<file path="src/rtl/snoop_pkg.sv">
package snoop_pkg;
    localparam int unsigned PORT_W_DEF = 32;
    localparam int unsigned AW_DEF     = 8;

    typedef enum logic [3:0] {
        CMD_COUNT = 4'd0,
        CMD_POP   = 4'd1,
        CMD_OVF   = 4'd2
    } cmd_e;

    typedef enum logic {
        ST_ARMED = 1'b0,
        ST_HOLD  = 1'b1
    } cap_state_e;

    typedef struct packed {
        logic [2:0] bitcnt;
        logic [7:0] rx;
        logic [7:0] tx;
    } spi_regs_t;

    function automatic logic [7:0] reply_byte(
        input logic [3:0] code,
        input logic [7:0] count,
        input logic [7:0] head,
        input logic       ovf
    );
        case (code)
            CMD_COUNT: reply_byte = count;
            CMD_POP:   reply_byte = (count == 8'd0) ? 8'h00 : head;
            CMD_OVF:   reply_byte = {7'd0, ovf};
            default:   reply_byte = 8'hFF;
        endcase
    endfunction
endpackage

</file>
<file path="src/rtl/snoop_capture.sv">
module snoop_capture
    import snoop_pkg::*;
#(
    parameter int unsigned PORT_W = PORT_W_DEF,
    parameter int unsigned AW     = AW_DEF
) (
    input  logic              clk,
    input  logic              rst,
    input  logic [PORT_W-1:0] port,
    input  logic [PORT_W-1:0] mask,
    input  logic [PORT_W-1:0] cmp,
    input  logic [AW-1:0]     count,
    output logic              wr_en,
    output logic              ovf_set
);
    localparam int unsigned DEPTH     = 1 << AW;
    localparam int unsigned REC_BYTES = PORT_W / 8;
    localparam int unsigned LIMIT     = DEPTH - 1 - REC_BYTES;

    cap_state_e        state;
    logic [PORT_W-1:0] held;
    logic              hit;
    logic              room;

    always_comb begin
        hit     = (state == ST_ARMED) && ((port & mask) == cmp);
        room    = (count <= AW'(LIMIT));
        wr_en   = hit && room;
        ovf_set = hit && !room;
    end

    always_ff @(posedge clk) begin
        if (rst) begin
            state <= ST_ARMED;
            held  <= '0;
        end else begin
            case (state)
                ST_ARMED: if (hit) begin
                    state <= ST_HOLD;
                    held  <= port;
                end
                ST_HOLD: if (port != held) state <= ST_ARMED;
                default: state <= ST_ARMED;
            endcase
        end
    end
endmodule

</file>
<file path="src/rtl/snoop_ring.sv">
module snoop_ring
    import snoop_pkg::*;
#(
    parameter int unsigned PORT_W = PORT_W_DEF,
    parameter int unsigned AW     = AW_DEF
) (
    input  logic              clk,
    input  logic              rst,
    input  logic              wr_en,
    input  logic [PORT_W-1:0] wr_word,
    input  logic              pop_en,
    output logic [AW-1:0]     count,
    output logic [7:0]        head
);
    localparam int unsigned DEPTH     = 1 << AW;
    localparam int unsigned REC_BYTES = PORT_W / 8;

    logic [7:0]    mem [DEPTH];
    logic [AW-1:0] wptr;
    logic [AW-1:0] rptr;

    always_ff @(posedge clk) begin
        if (rst) begin
            wptr <= '0;
            rptr <= '0;
        end else begin
            if (wr_en) begin
                for (int k = 0; k < REC_BYTES; k++) begin
                    mem[wptr + AW'(k)] <= wr_word[k*8 +: 8];
                end
                wptr <= wptr + AW'(REC_BYTES);
            end
            if (pop_en) rptr <= rptr + AW'(1);
        end
    end

    assign count = wptr - rptr;
    assign head  = mem[rptr];
endmodule

</file>
<file path="src/rtl/snoop_spi.sv">
module snoop_spi
    import snoop_pkg::*;
#(
    parameter int unsigned AW = AW_DEF
) (
    input  logic          clk,
    input  logic          rst,
    input  logic          sclk,
    input  logic          cs_n,
    input  logic          mosi,
    input  logic [AW-1:0] count,
    input  logic [7:0]    head,
    input  logic          ovf,
    output logic          miso,
    output logic          pop_en,
    output logic          ovf_clr
);
    logic [2:0] sclk_sync;
    logic [1:0] cs_sync;
    logic [1:0] mosi_sync;
    spi_regs_t  r;
    logic       rise;
    logic       fall;
    logic       exec;
    logic [7:0] cmd;
    logic [7:0] count8;

    always_comb begin
        rise    = sclk_sync[1] && !sclk_sync[2] && !cs_sync[1];
        fall    = !sclk_sync[1] && sclk_sync[2] && !cs_sync[1];
        exec    = rise && (r.bitcnt == 3'd7);
        cmd     = {r.rx[6:0], mosi_sync[1]};
        count8  = 8'(count);
        pop_en  = exec && (cmd[3:0] == CMD_POP) && (count != '0);
        ovf_clr = exec && (cmd[3:0] == CMD_OVF);
        miso    = r.tx[7];
    end

    always_ff @(posedge clk) begin
        if (rst) begin
            sclk_sync <= '0;
            cs_sync   <= 2'b11;
            mosi_sync <= '0;
            r         <= '{bitcnt: 3'd0, rx: 8'd0, tx: 8'hFF};
        end else begin
            sclk_sync <= {sclk_sync[1:0], sclk};
            cs_sync   <= {cs_sync[0], cs_n};
            mosi_sync <= {mosi_sync[0], mosi};
            if (cs_sync[1]) begin
                r.bitcnt <= 3'd0;
            end else if (rise) begin
                r.bitcnt <= r.bitcnt + 3'd1;
                r.rx     <= cmd;
                if (exec) r.tx <= reply_byte(cmd[3:0], count8, head, ovf);
            end else if (fall && r.bitcnt != 3'd0) begin
                r.tx <= {r.tx[6:0], 1'b1};
            end
        end
    end
endmodule

</file>
<file path="src/rtl/snoop_queue_top.sv">
module snoop_queue_top
    import snoop_pkg::*;
(
    input  logic        clk,
    input  logic        rst,
    input  logic [31:0] bus_port,
    input  logic [31:0] match_mask,
    input  logic [31:0] match_value,
    input  logic        spi_sclk,
    input  logic        spi_cs_n,
    input  logic        spi_mosi,
    output logic        spi_miso
);
    localparam int unsigned PORT_W = PORT_W_DEF;
    localparam int unsigned AW     = AW_DEF;

    logic          wr_en;
    logic          ovf_set;
    logic          ovf_clr;
    logic          pop_en;
    logic          ovf;
    logic [AW-1:0] count;
    logic [7:0]    head;

    snoop_capture #(.PORT_W(PORT_W), .AW(AW)) u_cap (
        .clk(clk), .rst(rst), .port(bus_port), .mask(match_mask),
        .cmp(match_value), .count(count), .wr_en(wr_en), .ovf_set(ovf_set)
    );

    snoop_ring #(.PORT_W(PORT_W), .AW(AW)) u_ring (
        .clk(clk), .rst(rst), .wr_en(wr_en), .wr_word(bus_port),
        .pop_en(pop_en), .count(count), .head(head)
    );

    snoop_spi #(.AW(AW)) u_spi (
        .clk(clk), .rst(rst), .sclk(spi_sclk), .cs_n(spi_cs_n),
        .mosi(spi_mosi), .count(count), .head(head), .ovf(ovf),
        .miso(spi_miso), .pop_en(pop_en), .ovf_clr(ovf_clr)
    );

    always_ff @(posedge clk) begin
        if (rst)          ovf <= 1'b0;
        else if (ovf_set) ovf <= 1'b1;
        else if (ovf_clr) ovf <= 1'b0;
    end
endmodule

</file>
<file path="config.mk">
export PLATFORM = sky130hd
export DESIGN_NAME = snoop_queue_top
export DESIGN_NICKNAME = d
export VERILOG_FILES = /design/src/rtl/snoop_pkg.sv /design/src/rtl/snoop_capture.sv /design/src/rtl/snoop_ring.sv /design/src/rtl/snoop_spi.sv /design/src/rtl/snoop_queue_top.sv
export SDC_FILE = /design/constraint.sdc
export NUM_CORES = 2
export LEC_CHECK = 0
export BUFFER_PORTS_ARGS = -buffer_cell sky130_fd_sc_hd__buf_2
export CAP_MARGIN = 25
export CORE_MARGIN = 4
export CORE_UTILIZATION = 47
export CTS_BUF_LIST = sky130_fd_sc_hd__clkbuf_16
export CTS_CLUSTER_SIZE = 20
export DETAILED_ROUTE_END_ITERATION = 6
export SETUP_SLACK_MARGIN = 0.15
export SLEW_MARGIN = 20
export SYNTH_ARGS = -nofsm -noshare
export SYNTH_HDL_FRONTEND = slang
export SYNTH_SLANG_ARGS = --single-unit
export TNS_END_PERCENT = 30
</file>
<file path="constraint.sdc">
create_clock -name clk -period 5.6 [get_ports clk]
set_input_delay 0.28 -clock clk [delete_from_list [all_inputs] [get_ports clk]]
set_output_delay 0.28 -clock clk [all_outputs]
set_load 0.005 [all_outputs]
</file>
-- Word-level counts from Yosys, hierarchy flattened
Memories as Yosys holds them, arrays and structs flattened. A register that Yosys moved wholly into a read port is not among the register bits.
Cells that the tools add are included.
- input port bits: 101
- flip-flop bits (word level): 71
- logic and storage cells: 70
- output and inout port bits: 1
- memories: 1
- RAM bits: 2048
- reduce and logical (&&, ||, !) cells: 26
- equality and inequality tests: 6
- bitwise logic cells: 3
- $lt $le $gt $ge: 1
- $add $sub $neg: 7
- multiplexer cells: 15
- memories (memory ; depth ; bits a word ; rd ports ; clocked after Yosys merged registers in ; write ports ; line ; RTL):
    u_ring.mem ; 256 ; 8 ; 1 ; 1 ; 4 ; snoop_ring.sv:18 ; logic [7:0] mem [DEPTH];
- operators with widths (cell ; count):
    two-way mux 8 bit ; 6
    bitwise AND 32 bit ; 1
    equality test 32 bit ; 1
    inequality test 32 bit ; 1
    one-hot mux 8 bit (3 select lines) ; 1
    adder 8 x 1 -> 8 bit, second input constant ; 2
    adder 8 x 2 -> 8 bit, second input constant ; 2
    logical AND 1 bit ; 12
    adder 8 x 3 -> 8 bit, second input constant ; 1
    less-or-equal comparator 8 bit, second input constant ; 1
    zero test 8 bit ; 1
    nonzero test 8 bit ; 1
    subtractor 8 bit ; 1
    two-way mux 1 bit ; 7
    equality test 4 x 1 -> 1 bit, second input constant ; 1
    equality test 4 x 2 -> 1 bit, second input constant ; 1
    zero test 1 bit ; 4
    zero test 4 bit ; 1
    AND reduction 2 bit ; 2
    nonzero test 2 bit ; 2
    adder 3 x 1 -> 3 bit, second input constant ; 1
    equality test 3 bit, second input constant ; 1
    AND reduction 3 bit ; 1
    nonzero test 3 bit ; 1
    other kinds (4) ; 5

-- Depth between registers and ports, before layout
- depth in word-level cells: 8
- depth in mapped cells: 14
- mapped depth without buffers: 10

-- Hierarchy
A second synthesis with hierarchy kept.
- cells, all modules: 4042
- area, all modules: 82914.5 um^2
- modules (own cells, without submodules) (module ; area an instance (um^2) ; cells an instance ; times used ; sequential area each (um^2)):
    snoop_ring ; 79470.0 ; 3671 ; 1 ; 61939.4
    snoop_capture ; 2363.5 ; 265 ; 1 ; 660.6
    snoop_spi ; 1042.2 ; 102 ; 1 ; 420.4
    snoop_queue_top ; 38.8 ; 4 ; 1 ; 20.0

-- Least setup slack after synthesis
Ideal clock, no wire load.
- path kind: reg2reg
- start point: register u_ring.rptr[2]
- end point: memory u_ring.mem[192][0], enable pin
- stages on the path, launching flop included: 11
- arrival: 3.776 ns
- period minus slack after synthesis: 4.197 ns
- path slack: 1.403 ns
- cells stage by stage: dfxtp_1 inv_1 ha_1 or3b_1 a22o_1 a211oi_2 nor3_1 nor2_4 nand3b_1 buf_2 nor2_1
- RTL lines (item ; line ; RTL):
    from (decl) ; snoop_ring.sv:20 ; logic [AW-1:0] rptr;
    from (signal assigned) ; snoop_ring.sv:33 ; if (pop_en) rptr <= rptr + AW'(1);
    to (decl) ; snoop_ring.sv:18 ;

==> impl_metrics.yaml <==
worst_hold_path:
  hp-start: "bus_port[3]"
  whs_path_depth: 2
  hold_path.class: "in -> reg"
  hold_path_end: "u_ring.mem[128][3]"
timing:
  fmax_ghz: 0.231
  fin_skew_ns: 0.0425
  hold_viol_final: 0
  period_share_pct: 77.3
  slew_headroom_pct: 24.3
  drv_slew: 0
  setup_viol: 0
  worstMarginPinSlew_ns: 1.11
  rsz0062_at_grt: "false"
  fin_tns_setup_ns: 0
  layout_min_cycle_time_ns: 4.33
  hold_ws_ns: 0.0676
cts:
  clk_latency_ns: 0.85
  clk_pin_slew_ns: 0.07
  root_buffer: "clkbuf_16"
  clock_path_buffers: 3
  cts_max_level: 4
  cts_num_sinks: 2125
  cts-buffers-inserted: 210
  cts_tree: "done"
die:
  core-area_um2: 176000
  initial_core_util_pct: 47.3
  fp-row-count: 154
  die_h_um: 430
  die-width_um: 430
  io_pins: 102
  die_area_um2: 185000
yosys:
  ys_types: 83
  synth_top_area_share_pct: 73.6
  synth_nets: 4386
  synth.top_cells.by_count: "2,048 x edfxtp_1, 382 x mux2i_1, 345 x mux4_2, 191 x nor2_1, 108 x nand2_1"
  synth.most_common_cell: "edfxtp_1"
  ys_top_cells_by_area: "edfxtp_1 74%, mux4_2 9.3%, mux2i_1 4.6%, dfxtp_1 1.8%, a221oi_1 1.0%"
  synthCells: 4271
  synth.avg_cell_area_um2: 19.6
  synthFlopType: "edfxtp_1"
  synth_warnings: 0
  seq_area_frac_synth_pct: 75.4
  synth_area_leader_cell: "edfxtp_1"
  synth-seq-cells: 2125
  async_flop_share_pct: 0
  synth_edf_count: 2048
  syn_area_um2: 83600
route:
  wirelength_um: 255000
  drt_first_pass_iters: 6
  post_drt_wl_per_cell_um: 36.0
  dr_total_vias: 45900
  drt_iter0_markers: 6535
  ant_nets: 0
  drc: 0
  vias_per_cell: 6.48
final_layout:
  nets: 4676
  multi_input_area_um2: 19300
  stdcell_count: 7087
  areaGrowthSynthToFinish_pct: 13.0
  fillers: 13900
  seqCellArea_um2: 63100
  drive_above_1_share_pct: 21.7
worst_setup_path:
  critical_path_required_ns: 6.31
  crit_path_max_fanout: 38
  start_kind: "register"
  ff2ff_setup_slack_ns: 1.27
  endpoint_kind: "register"
  path_class: "reg -> reg"
  worstReg2RegEnd: "u_spi.r[4]"
  r2r_cells: 9
  worstPathArrival_ns: 5.04
global_routing:
  antenna_found_initial: 18
  grt.total_usage_pct: 27.4
  grt_pass1_vias: 44700
  grt_pass1_wl_um: 355000
  grt_max_degree: 90
  overflow: 0
placement:
  placedCellCount: 6665
  hpwlAfterDp_um: 149000
  gp_congestion: 0.902
  portBuffers: 101
pwr:
  ir_worst_vdd_v: 0.000338
  power_density_nw_per_um2: 334
  leakagePower_nw: 28.9
run_status:
  status: "completed"
run:
  cap_violations: 0
==> worst max-delay path: stages (launching register included) <==
cell	delay, ns
dfxtp_4	0.97
buf_12	0.40
mux4_2	0.54
nand2_1	0.12
a21oi_1	0.14
a2111oi_0	0.89
o31ai_1	0.27
o21ai_0	0.48
or4_1	0.23
o22ai_1	0.07
==> power by group <==
part / switching [mW] / internal [mW] / total [mW]
clock: 5.99 / 7.49 / 13.5
sequential: 0.00194 / 17.4 / 17.4
combinational: 0.547 / 0.0912 / 0.638
==> placed cells by master, fill, tap and decap left out, types with 13 or more instances in the layout <==
cell type and instances:
buf_2 69, a22oi_1 98, dlygate4sd3_1 24, bufinv_16 13, nor3_1 42, a221oi_1 100
o21ai_0 76, nand2b_1 19, buf_12 16, clkinv_1 60, o31ai_1 14, clkbuf_16 213
mux2_2 14, clkinv_2 24, nand2_1 108, nand4_1 38, a221o_1 23, inv_1 74
nor2b_1 19, edfxtp_1 2048, a21oi_1 76, mux4_2 345, nor2_4 43, a31oi_1 14
nor2_1 121, xnor2_1 42, nor4_1 13, nand3_1 57, mux2i_1 382, buf_4 207
xor2_1 33, ha_1 14, dfxtp_1 70, nor2_2 29
==> worst max path at each step <==
| stage | from | to | slack [ns] | cells after the start |
|---|---|---|---|---|
| floorplan | u_ring.rptr[2] | u_ring.mem[192][0] | 1.40 | 10 |
| global placement | bus_port[13] | u_ring.mem[210][6] | 1.27 | 11 |
| detailed placement | bus_port[13] | u_ring.mem[208][6] | 1.32 | 11 |
| CTS | register | u_spi.r[4] | 1.43 | 9 |
| global route | register | u_spi.r[6] | 1.23 | 9 |
| finish | register | u_spi.r[4] | 1.27 | 9 |
==> cell families after synthesis <==
logic type	share of synthesized area, %
AOI/OAI and AO/OA	4.48
adders and majority gates	0.210
and+or+nand+nor	3.05
DFF	75.4
muxes	14.1
xor gates and xnor gates	0.806
buffers and inverters	1.94
==> metal layers <==
metal	up-vias	track usage, %	share of wire, %
met4	2	9.14	3.6
met5	-	0	0.0051
met3	455	5.50	9.4
li1	18300	-	-
met2	2647	42.6	47
met1	24500	39.1	40
==> area by class of cell <==
cell class | instances | share of cell area (%)
antenna | 10 | 0.0265
clock buffer | 213 | 5.64
clock inverter | 175 | 1.32
inverter | 18 | 0.0768
multi-input combinational | 1889 | 20.5
sequential | 2125 | 66.8
tap | 2340 | 3.10
timing repair buffer | 317 | 2.62
==> registers in the layout (all words and copies together) (netlist names), named ones only <==
signal           cells
ovf                  1
u_cap.held          32
u_cap.state          1
u_ring.mem        2048
u_ring.rptr          8
u_ring.wptr          6
u_spi.cmd            3
u_spi.cs_sync        2
u_spi.miso           1
u_spi.mosi_sync      2
u_spi.r             10
u_spi.sclk_sync      3
==> what timing repair did <==
action,CTS,global route
setup endpoints to repair,0,0
resized for setup,0,0
hold endpoints to repair,338,0
buffers inserted,0,0
hold buffers,24,0
==> through the flow <==
stage / total power, mW / setup slack (ns) / utilization, % / cell area (µm²)
after floorplan: 17.8 / 1.40 / - / 83600
after global placement: 18.4 / 1.27 / 49.6 / 87600
after detailed placement: 18.4 / 1.32 / 49.6 / 87600
after CTS: 31.7 / 1.43 / 53.5 / 94400
after global routing: 32.4 / 1.23 / 53.5 / 94400
final: 31.5 / 1.27 / 53.5 / 94400
Note: power is estimated with default switching activity, not from simulation.
